<file path="config.mk">
export PLATFORM = sky130hd
export DESIGN_NAME = insn_addr_seq
export DESIGN_NICKNAME = d
export VERILOG_FILES = /design/src/rtl/insn_addr_pkg.sv /design/src/rtl/amode_decode.sv /design/src/rtl/width_mask.sv /design/src/rtl/cc_branch_eval.sv /design/src/rtl/insn_addr_seq.sv
export SDC_FILE = /design/constraint.sdc
export NUM_CORES = 1
export LEC_CHECK = 0
export ABC_CLOCK_PERIOD_IN_PS = 2800
export BUFFER_PORTS_ARGS = -buffer_cell sky130_fd_sc_hd__buf_2
export CAP_MARGIN = 10
export CORE_UTILIZATION = 47
export DETAILED_ROUTE_END_ITERATION = 8
export GPL_TIMING_DRIVEN = 0
export PLACE_DENSITY = 0.89
export SLEW_MARGIN = 0
export SYNTH_ARGS = -nofsm -noshare
export SYNTH_HDL_FRONTEND = slang
export SYNTH_SLANG_ARGS = --single-unit
</file>
<file path="constraint.sdc">
create_clock -name clk -period 2.8 [get_ports clk]
set_clock_uncertainty 0.2 [all_clocks]
set_input_delay 0 -clock clk [delete_from_list [all_inputs] [get_ports clk]]
set_output_delay 0 -clock clk [all_outputs]
set_load 0.1 [all_outputs]
</file>
<file path="src/rtl/insn_addr_pkg.sv">
package insn_addr_pkg;

   localparam int CC_W   = 2;
   localparam int MASK_W = 1 << CC_W;

   typedef enum logic [1:0] {
      AM_24  = 2'd0,
      AM_31  = 2'd1,
      AM_64  = 2'd2,
      AM_BAD = 2'd3
   } amode_e;

endpackage

</file>
<file path="src/rtl/amode_decode.sv">
module amode_decode
   import insn_addr_pkg::*;
(
   input  logic   ea,
   input  logic   ba,
   output amode_e mode,
   output logic   mode_ok
);

   always_comb begin
      unique case ({ea, ba})
         2'b00:   mode = AM_24;
         2'b01:   mode = AM_31;
         2'b11:   mode = AM_64;
         default: mode = AM_BAD;
      endcase
   end

   assign mode_ok = (mode != AM_BAD);

endmodule

</file>
<file path="src/rtl/width_mask.sv">
module width_mask
   import insn_addr_pkg::*;
#(
   parameter int ADDR_W    = 64,
   parameter int NARROW_LO = 24,
   parameter int NARROW_HI = 31
) (
   input  amode_e            mode,
   output logic [ADDR_W-1:0] keep
);

   if (NARROW_LO >= NARROW_HI || NARROW_HI >= ADDR_W) begin : g_bad_param
      $error("width_mask: need NARROW_LO < NARROW_HI < ADDR_W");
   end

   logic wide_mid;
   logic wide_top;

   assign wide_mid = (mode != AM_24);
   assign wide_top = (mode == AM_64) || (mode == AM_BAD);

   for (genvar i = 0; i < ADDR_W; i++) begin : g_bit
      if (i < NARROW_LO) begin : g_low
         assign keep[i] = 1'b1;
      end else if (i < NARROW_HI) begin : g_mid
         assign keep[i] = wide_mid;
      end else begin : g_top
         assign keep[i] = wide_top;
      end
   end

endmodule

</file>
<file path="src/rtl/cc_branch_eval.sv">
module cc_branch_eval
   import insn_addr_pkg::*;
(
   input  logic [CC_W-1:0]   cc,
   input  logic [MASK_W-1:0] sel_mask,
   output logic              take
);

   logic [MASK_W-1:0] hit;

   for (genvar i = 0; i < MASK_W; i++) begin : g_sel
      assign hit[i] = sel_mask[MASK_W-1-i] && (cc == CC_W'(i));
   end

   assign take = |hit;

endmodule

</file>
<file path="src/rtl/insn_addr_seq.sv">
module insn_addr_seq
   import insn_addr_pkg::*;
#(
   parameter int          ADDR_W     = 64,
   parameter int          NARROW_LO  = 24,
   parameter int          NARROW_HI  = 31,
   parameter int          LEN_W      = 4,
   parameter int          MAX_ILEN   = 6,
   parameter int          EXC_W      = 8,
   parameter logic [7:0]  SEG_XLATE  = 8'h10,
   parameter logic [7:0]  PAGE_XLATE = 8'h11
) (
   input  logic              clk,
   input  logic              rst_n,
   input  logic              step_en,
   input  logic [LEN_W-1:0]  ilen,
   input  logic              is_branch,
   input  logic [3:0]        br_mask,
   input  logic [ADDR_W-1:0] br_target,
   input  logic              cmp_valid,
   input  logic              cmp_lt,
   input  logic              cmp_gt,
   input  logic              mode_ea,
   input  logic              mode_ba,
   input  logic [EXC_W-1:0]  exc_code,
   output logic [ADDR_W-1:0] next_addr,
   output logic [ADDR_W-1:0] fail_addr,
   output logic [1:0]        cc_out,
   output logic              spec_exc
);

   localparam int PAD_W = ADDR_W - LEN_W;

   if (MASK_W != 4) begin : g_bad_mask
      $error("insn_addr_seq: selection mask must be four bits");
   end
   if (MAX_ILEN >= (1 << LEN_W) || EXC_W < 8) begin : g_bad_len
      $error("insn_addr_seq: MAX_ILEN or EXC_W out of range");
   end

   amode_e            mode;
   logic              mode_ok;
   logic [ADDR_W-1:0] keep;
   logic              take_hit;
   logic              len_ok;
   logic              do_step;
   logic              take;
   logic              xlate_exc;
   logic [ADDR_W-1:0] len_ext;
   logic [ADDR_W-1:0] seq_addr;
   logic [ADDR_W-1:0] raw_addr;
   logic [ADDR_W-1:0] addr_q;
   logic [CC_W-1:0]   cc_q;

   amode_decode u_mode (
      .ea      (mode_ea),
      .ba      (mode_ba),
      .mode    (mode),
      .mode_ok (mode_ok)
   );

   width_mask #(
      .ADDR_W    (ADDR_W),
      .NARROW_LO (NARROW_LO),
      .NARROW_HI (NARROW_HI)
   ) u_mask (
      .mode (mode),
      .keep (keep)
   );

   cc_branch_eval u_br (
      .cc       (cc_q),
      .sel_mask (br_mask),
      .take     (take_hit)
   );

   assign len_ok   = (ilen != '0) && !ilen[0] && (ilen <= LEN_W'(MAX_ILEN));
   assign spec_exc = step_en && !(mode_ok && len_ok);
   assign do_step  = step_en && mode_ok && len_ok;
   assign take     = is_branch && take_hit;

   assign len_ext  = {{PAD_W{1'b0}}, ilen};
   assign seq_addr = addr_q + len_ext;
   assign raw_addr = take ? br_target : seq_addr;

   always_ff @(posedge clk) begin
      if (!rst_n) begin
         addr_q <= '0;
         cc_q   <= '0;
      end else if (do_step) begin
         addr_q <= raw_addr & keep;
         if (cmp_valid) begin
            cc_q <= {cmp_gt, cmp_lt};
         end
      end
   end

   assign xlate_exc = (exc_code[7:0] == SEG_XLATE) || (exc_code[7:0] == PAGE_XLATE);
   assign fail_addr = xlate_exc ? addr_q : ((addr_q - len_ext) & keep);

   assign next_addr = addr_q;
   assign cc_out    = cc_q;

   assert_hold_idle_R12 : assert property (@(posedge clk) disable iff (!rst_n)
      !step_en |=> ($stable(next_addr) && $stable(cc_out)));

   assert_reject_hold_R11 : assert property (@(posedge clk) disable iff (!rst_n)
      spec_exc |=> ($stable(next_addr) && $stable(cc_out)));

   assert_bad_mode_flag_R10 : assert property (@(posedge clk) disable iff (!rst_n)
      (step_en && mode_ea && !mode_ba) |-> spec_exc);

   assert_seq_step_R2 : assert property (@(posedge clk) disable iff (!rst_n)
      (step_en && !spec_exc && !is_branch && mode_ea && mode_ba)
      |=> (next_addr == $past(next_addr) + $past(len_ext)));

   assert_narrow24_R6 : assert property (@(posedge clk) disable iff (!rst_n)
      (step_en && !spec_exc && !mode_ea && !mode_ba)
      |=> (next_addr[ADDR_W-1:NARROW_LO] == '0));

   assert_cc_equal_R3 : assert property (@(posedge clk) disable iff (!rst_n)
      (step_en && !spec_exc && cmp_valid && !cmp_lt && !cmp_gt) |=> (cc_out == 2'd0));

   assert_fail_xlate_R9 : assert property (@(posedge clk) disable iff (!rst_n)
      ((exc_code == EXC_W'(SEG_XLATE)) || (exc_code == EXC_W'(PAGE_XLATE)))
      |-> (fail_addr == next_addr));

endmodule

</file>
==> reports/qor.csv, run 1 <==
stage;metric;value;unit
cts;number of clock sinks;66;
logic_synthesis;count of different cell masters after synthesis;70;
floorplanning;die span in y;117;um
logic_synthesis;Seq cells post-synth;66;
cts;Root Driver;clkbuf_16;
logic_synthesis;post-synthesis net count;999;
logic_synthesis;primary flip-flop cell chosen by synthesis mapping;dfxtp_1;
placement;IO Port Bufs;218;
floorplanning;row count;41;
global_routing;gr usage total;77.7;%
logic_synthesis;yosys warns;0;
logic_synthesis;syn avg cell area;6.94;um2
floorplanning;IO Pins;220;
placement;RePlAce Congestion;1.02;
floorplanning;initial core utilization;48.9;%
global_routing;largest net degree at the start of global routing;12;
status;run-stopping error;[ERROR GRT-0232] Routing congestion too high. Check the congestion heatmap in the GUI.;
logic_synthesis;sequential share of the synthesized area;21.1;%
logic_synthesis;EDFF count, synth;0;
logic_synthesis;ys async rst share;0;%
timing;GRT worst endpoint;fail_addr[50];
cts;CTS H-tree depth;3;
cts;maximum number of buffers from clock root to sink;2;
floorplanning;chip width;117;um
cts;total CTS buffers;9;
placement;DP Worst Slack;-1.12;ns
status;Fail Step;global routing;
placement;HPWL after detailed placement;21.0;mm
logic_synthesis;Cell Area, Synth;6250;um2
status;status;stopped before the end;
logic_synthesis;Post-Synthesis Cells;900;
timing;Worst EP kind;primary output;
global_routing;Remaining Overflow, GRT;89;
==> synthesized netlist by cell type (12+ instances only) <==
| cell type | instances | area share [%] |
|---|---|---|
| nor2_1 | 84 | 5.0 |
| clkbuf_1 | 83 | 5.0 |
| nand2_1 | 83 | 5.0 |
| dfxtp_1 | 66 | 21 |
| a21oi_1 | 47 | 3.8 |
| nand3_1 | 46 | 3.7 |
| o21ai_0 | 43 | 3.4 |
| nor3_1 | 38 | 3.0 |
| xnor2_1 | 33 | 4.6 |
| nand4_1 | 29 | 2.9 |
| xor2_1 | 26 | 3.6 |
| o22ai_1 | 23 | 2.3 |
| nor4_1 | 21 | 2.1 |
| or3_1 | 20 | 2.0 |
| a22oi_1 | 19 | 2.3 |
| or4_1 | 17 | 2.0 |
| and3_1 | 15 | 1.5 |
| inv_1 | 15 | 0.90 |
| o31ai_1 | 14 | 1.7 |
| a211oi_1 | 12 | 1.4 |
| a31oi_1 | 12 | 1.2 |
==> logic make-up after synthesis <==
logic type	count (synthesis)	synth area share, %
flops	66	21.1
buf+inv	108	6.83
mux	10	1.62
fa+ha+maj	10	2.24
simple gates	415	35.1
xor+xnor	59	8.27
compound gates	232	24.8
==> layer usage <==
layer,GRT usage (%),GRT overflow
met2,95.4,31
met4,83.8,53
met5,22.1,0
met3,61.1,2
met1,76.0,3
==> stage by stage <==
step / instance area, um2 / setup TNS [ns] / instances / util, %
4_1_cts: 11300 / -9.61 / 1417 / 88.6
3_5_place_dp: 8760 / -36.05 / 1292 / 68.6
3_3_place_gp: 8730 / -31.07 / 1290 / 68.4
2_1_floorplan: 7420 / -10.43 / 900 / -
==> timing repair <==
action	4_1_cts
buffers inserted	58
setup endpoints to repair	92
pin swaps	61
cloned	1
hold buffers	70
resized for setup	306
hold endpoints to repair	66
==> run 2: changes to the inputs <==
ABC_CLOCK_PERIOD_IN_PS = 3640   (was 2800)
CORE_UTILIZATION = 40   (was 47)
PLACE_DENSITY = default   (was 0.89)
PLACE_DENSITY_LB_ADDON = 0.15   (was default)
clock period = 3.64 ns   (was 2.8 ns; I/O delays follow)
==> run 2 against run 1 <==
Net effect:
- the run now ends clean
- synthesized cell count did not move
- synthesized area did not move
==> reports/qor.csv, run 2 <==
stage;metric;value;unit
power;Int Power;1.79;mW
logic_synthesis;ys async rst share;0;%
timing;final setup vio count;0;
placement;placed cells;1306;
run;Max-Cap Viols;0;
detailed_routing;vias;8588;
logic_synthesis;largest family of logic cells by synthesized area;simple AND/OR/NAND/NOR gates;
power;PD cells;401;nW/um2
power;Net Sw Frac;51.0;%
floorplanning;Die Area;16100;um2
status;status;finished clean;
floorplanning;die span in y;127;um
cells_and_area;max FFs per register;64;
logic_synthesis;mux cell area share after synthesis;1.62;%
cells_and_area;Antenna diodes;0;
detailed_routing;WL final;29.2;mm
cells_and_area;multi-input logic area;4890;um2
cts;Worst-Skew Late Latency;0.35;ns
power;Max VDD drop;261;uV
worst_setup_path;WP data required;3.44;ns
cells_and_area;Layout Utilization;60.1;%
logic_synthesis;sequential share of the synthesized area;21.1;%
detailed_routing;vias per cell;6.15;
cells_and_area;fill count;1472;
detailed_routing;drt wl/cell;20.9;um
cells_and_area;# nets final;1302;
power;Flop pwr share;20.2;%
detailed_routing;Initial DRT Pass Iterations;6;
logic_synthesis;EDFF count, synth;0;
cts;number of clock sinks;66;
logic_synthesis;most frequent cell after synthesis;nor2_1;
power;P_leak;3.76;nW
worst_setup_path;CP Launch Type;register;
global_routing;Remaining Overflow, GRT;0;
timing;Setup TNS Final;0;ns
logic_synthesis;Synth top cells by count;nor2_1, clkbuf_1, nand2_1, dfxtp_1, a21oi_1;
cts;CTS tree;built;
cells_and_area;commonest non-fill, non-tap cells in the layout;buf_2, nand2_1, clkbuf_1, nor2_1, dlygate4sd3_1;
cts;CTS clk-pin slew, worst paths;0.06;ns
cells_and_area;most common cell after layout, fill and taps aside;buf_2;
logic_synthesis;count of different cell masters after synthesis;70;
hold_path;hold crit path type;in -> reg;
timing;unrepaired setup endpoints after global routing;false;
floorplanning;initial core utilization;41.1;%
logic_synthesis;Seq cells post-synth;66;
placement;IO Port Bufs;218;
worst_setup_path;worst-path maximum fanout;9;
logic_synthesis;Cell Area, Synth;6250;um2
timing;Tcrit/Tclk final;97.2;%
placement;RePlAce Congestion;0.982;
worst_setup_path;crit path capture type;output pin;
timing;Peak Freq;283;MHz
timing;Fin. Hold Viols;0;
cells_and_area;Sequential cell area;1350;um2
cells_and_area;Area Growth Syn to Fin;46.2;%
logic_synthesis;post-synthesis net count;999;
logic_synthesis;Post-Synth Simple-Gate Area;35.1;%
global_routing;largest net degree at the start of global routing;16;
cts;Root Driver;clkbuf_16;
power;Logic pwr share;53.7;%
detailed_routing;drt drc;0;
detailed_routing;initial drt markers;919;
floorplanning;chip width;127;um
cells_and_area;fin cells;1396;
power;Clock Power Share;26.1;%
logic_synthesis;synth top area cells;dfxtp_1, nor2_1, clkbuf_1;
floorplanning;row count;45;
logic_synthesis;largest area contributor in the netlist;dfxtp_1;
worst_setup_path;worst setup path class;reg -> out;
logic_synthesis;primary flip-flop cell chosen by synthesis mapping;dfxtp_1;
logic_synthesis;Synth Area in XOR/XNOR;8.27;%
logic_synthesis;Compound-Gate Fraction of Synth Area;24.8;%
logic_synthesis;Synth top area share;21.1;%
worst_setup_path;Worst EP arrival;3.34;ns
power;P_sw;1.87;mW
timing;Least-Margin Pin Slew;1.22;ns
logic_synthesis;Synth Area in Adders;2.24;%
logic_synthesis;yosys warns;0;
cells_and_area;layout cell share with drive strength beyond 1;29.6;%
global_routing;initial antenna violation count;0;
logic_synthesis;Post-Synthesis Cells;900;
logic_synthesis;syn avg cell area;6.94;um2
worst_setup_path;FF-to-FF setup slack;0.27;ns
timing;slew margin rel.;17.9;%
cts;total CTS buffers;9;
floorplanning;IO Pins;220;
detailed_routing;Final ANT Viol Nets;0;
global_routing;gr usage total;36.2;%
cts;CTS H-tree depth;3;
placement;HPWL after detailed placement;20.9;mm
floorplanning;Core ar.;15200;um2
timing;minimum clock period;3.54;ns
global_routing;vias in the first global route;7997;
cts;maximum number of buffers from clock root to sink;2;
global_routing;first-pass GRT wire length;44.7;mm
timing;Max Slew Vio Count;0;
-- run 2: final cells by class --
class	count	area share (%)
Multi-Input combinational cell	726	53.6
Timing Repair Buffer	299	21.2
Sequential cell	66	14.7
Buffer	86	3.85
Clock buffer	12	2.93
Tap cell	188	2.57
Inverter	15	0.616
Clock inverter	4	0.520
-- run 2: power by group through the flow --
stage	sequential, mW	clock (mW)	combinational, mW
2_1_floorplan	0.806	0	1.44
3_3_place_gp	0.755	0	1.81
3_5_place_dp	0.755	0	1.81
4_1_cts	0.739	0.957	1.93
5_1_grt	0.742	0.984	2.04
6_report	0.741	0.957	1.97
-- run 2: worst paths after layout --
kind	start	endpoint	cells after the start
setup reg to reg	next_addr[5]	next_addr[59]	7
hold / removal	mode_ea	next_addr[31]	4
setup / recovery	next_addr[40]	fail_addr[59]	8
hold reg to reg	next_addr[2]	next_addr[2]	2
-- run 2: per-layer routing --
metal	GRT usage [%]	vias to the layer above	wire (um)
met5	0	-	0
met4	17.4	0	1300
met3	7.04	98	2950
met2	56.8	549	12900
met1	47.7	3977	12000
li1	-	3964	-
-- run 2: logic make-up (layout without fill, tap and decap cells) --
| group | after synthesis | in the layout |
|---|---|---|
| compound gates | 232 | 232 |
| mux | 10 | 10 |
| fa+ha+maj | 10 | 10 |
| simple gates | 415 | 415 |
| buf+inv | 108 | 416 |
| flops | 66 | 66 |
| xor+xnor | 59 | 59 |
-- run 2: metrics by stage --
stage / instance area (um2) / hold slack (ns) / setup WS [ns] / power [mW]
2_1_floorplan: 6570 / -0.0672 / 0.00329 / 2.25
3_3_place_gp: 7890 / 0.0319 / -0.496 / 2.56
3_5_place_dp: 7890 / 0.0378 / -0.522 / 2.57
4_1_cts: 9080 / 0.0341 / 0.0208 / 3.62
5_1_grt: 9140 / 0.0676 / 0.00742 / 3.77
6_report: 9140 / 0.0527 / 0.100 / 3.66
-- run 2: timing repair --
| action | in CTS | in global routing |
|---|---|---|
| hold buffers | 70 | 0 |
| setup buffers | 8 | 3 |
| endpoints found under the hold margin | 66 | 0 |
| setup endpoints to repair | 44 | 30 |
| pin swaps | 4 | 5 |
| resized for setup | 31 | 15 |
-- run 2: worst max-delay path, cell delays in order (launching register included) --
cell     delay [ns]
dfxtp_2        0.37
or3_1          0.41
or2_1          0.26
or3_1          0.42
or4_4          0.50
buf_6          0.16
or4_1          0.46
a21oi_4        0.15
buf_6          0.25
Power figures use the tool's default switching activity.
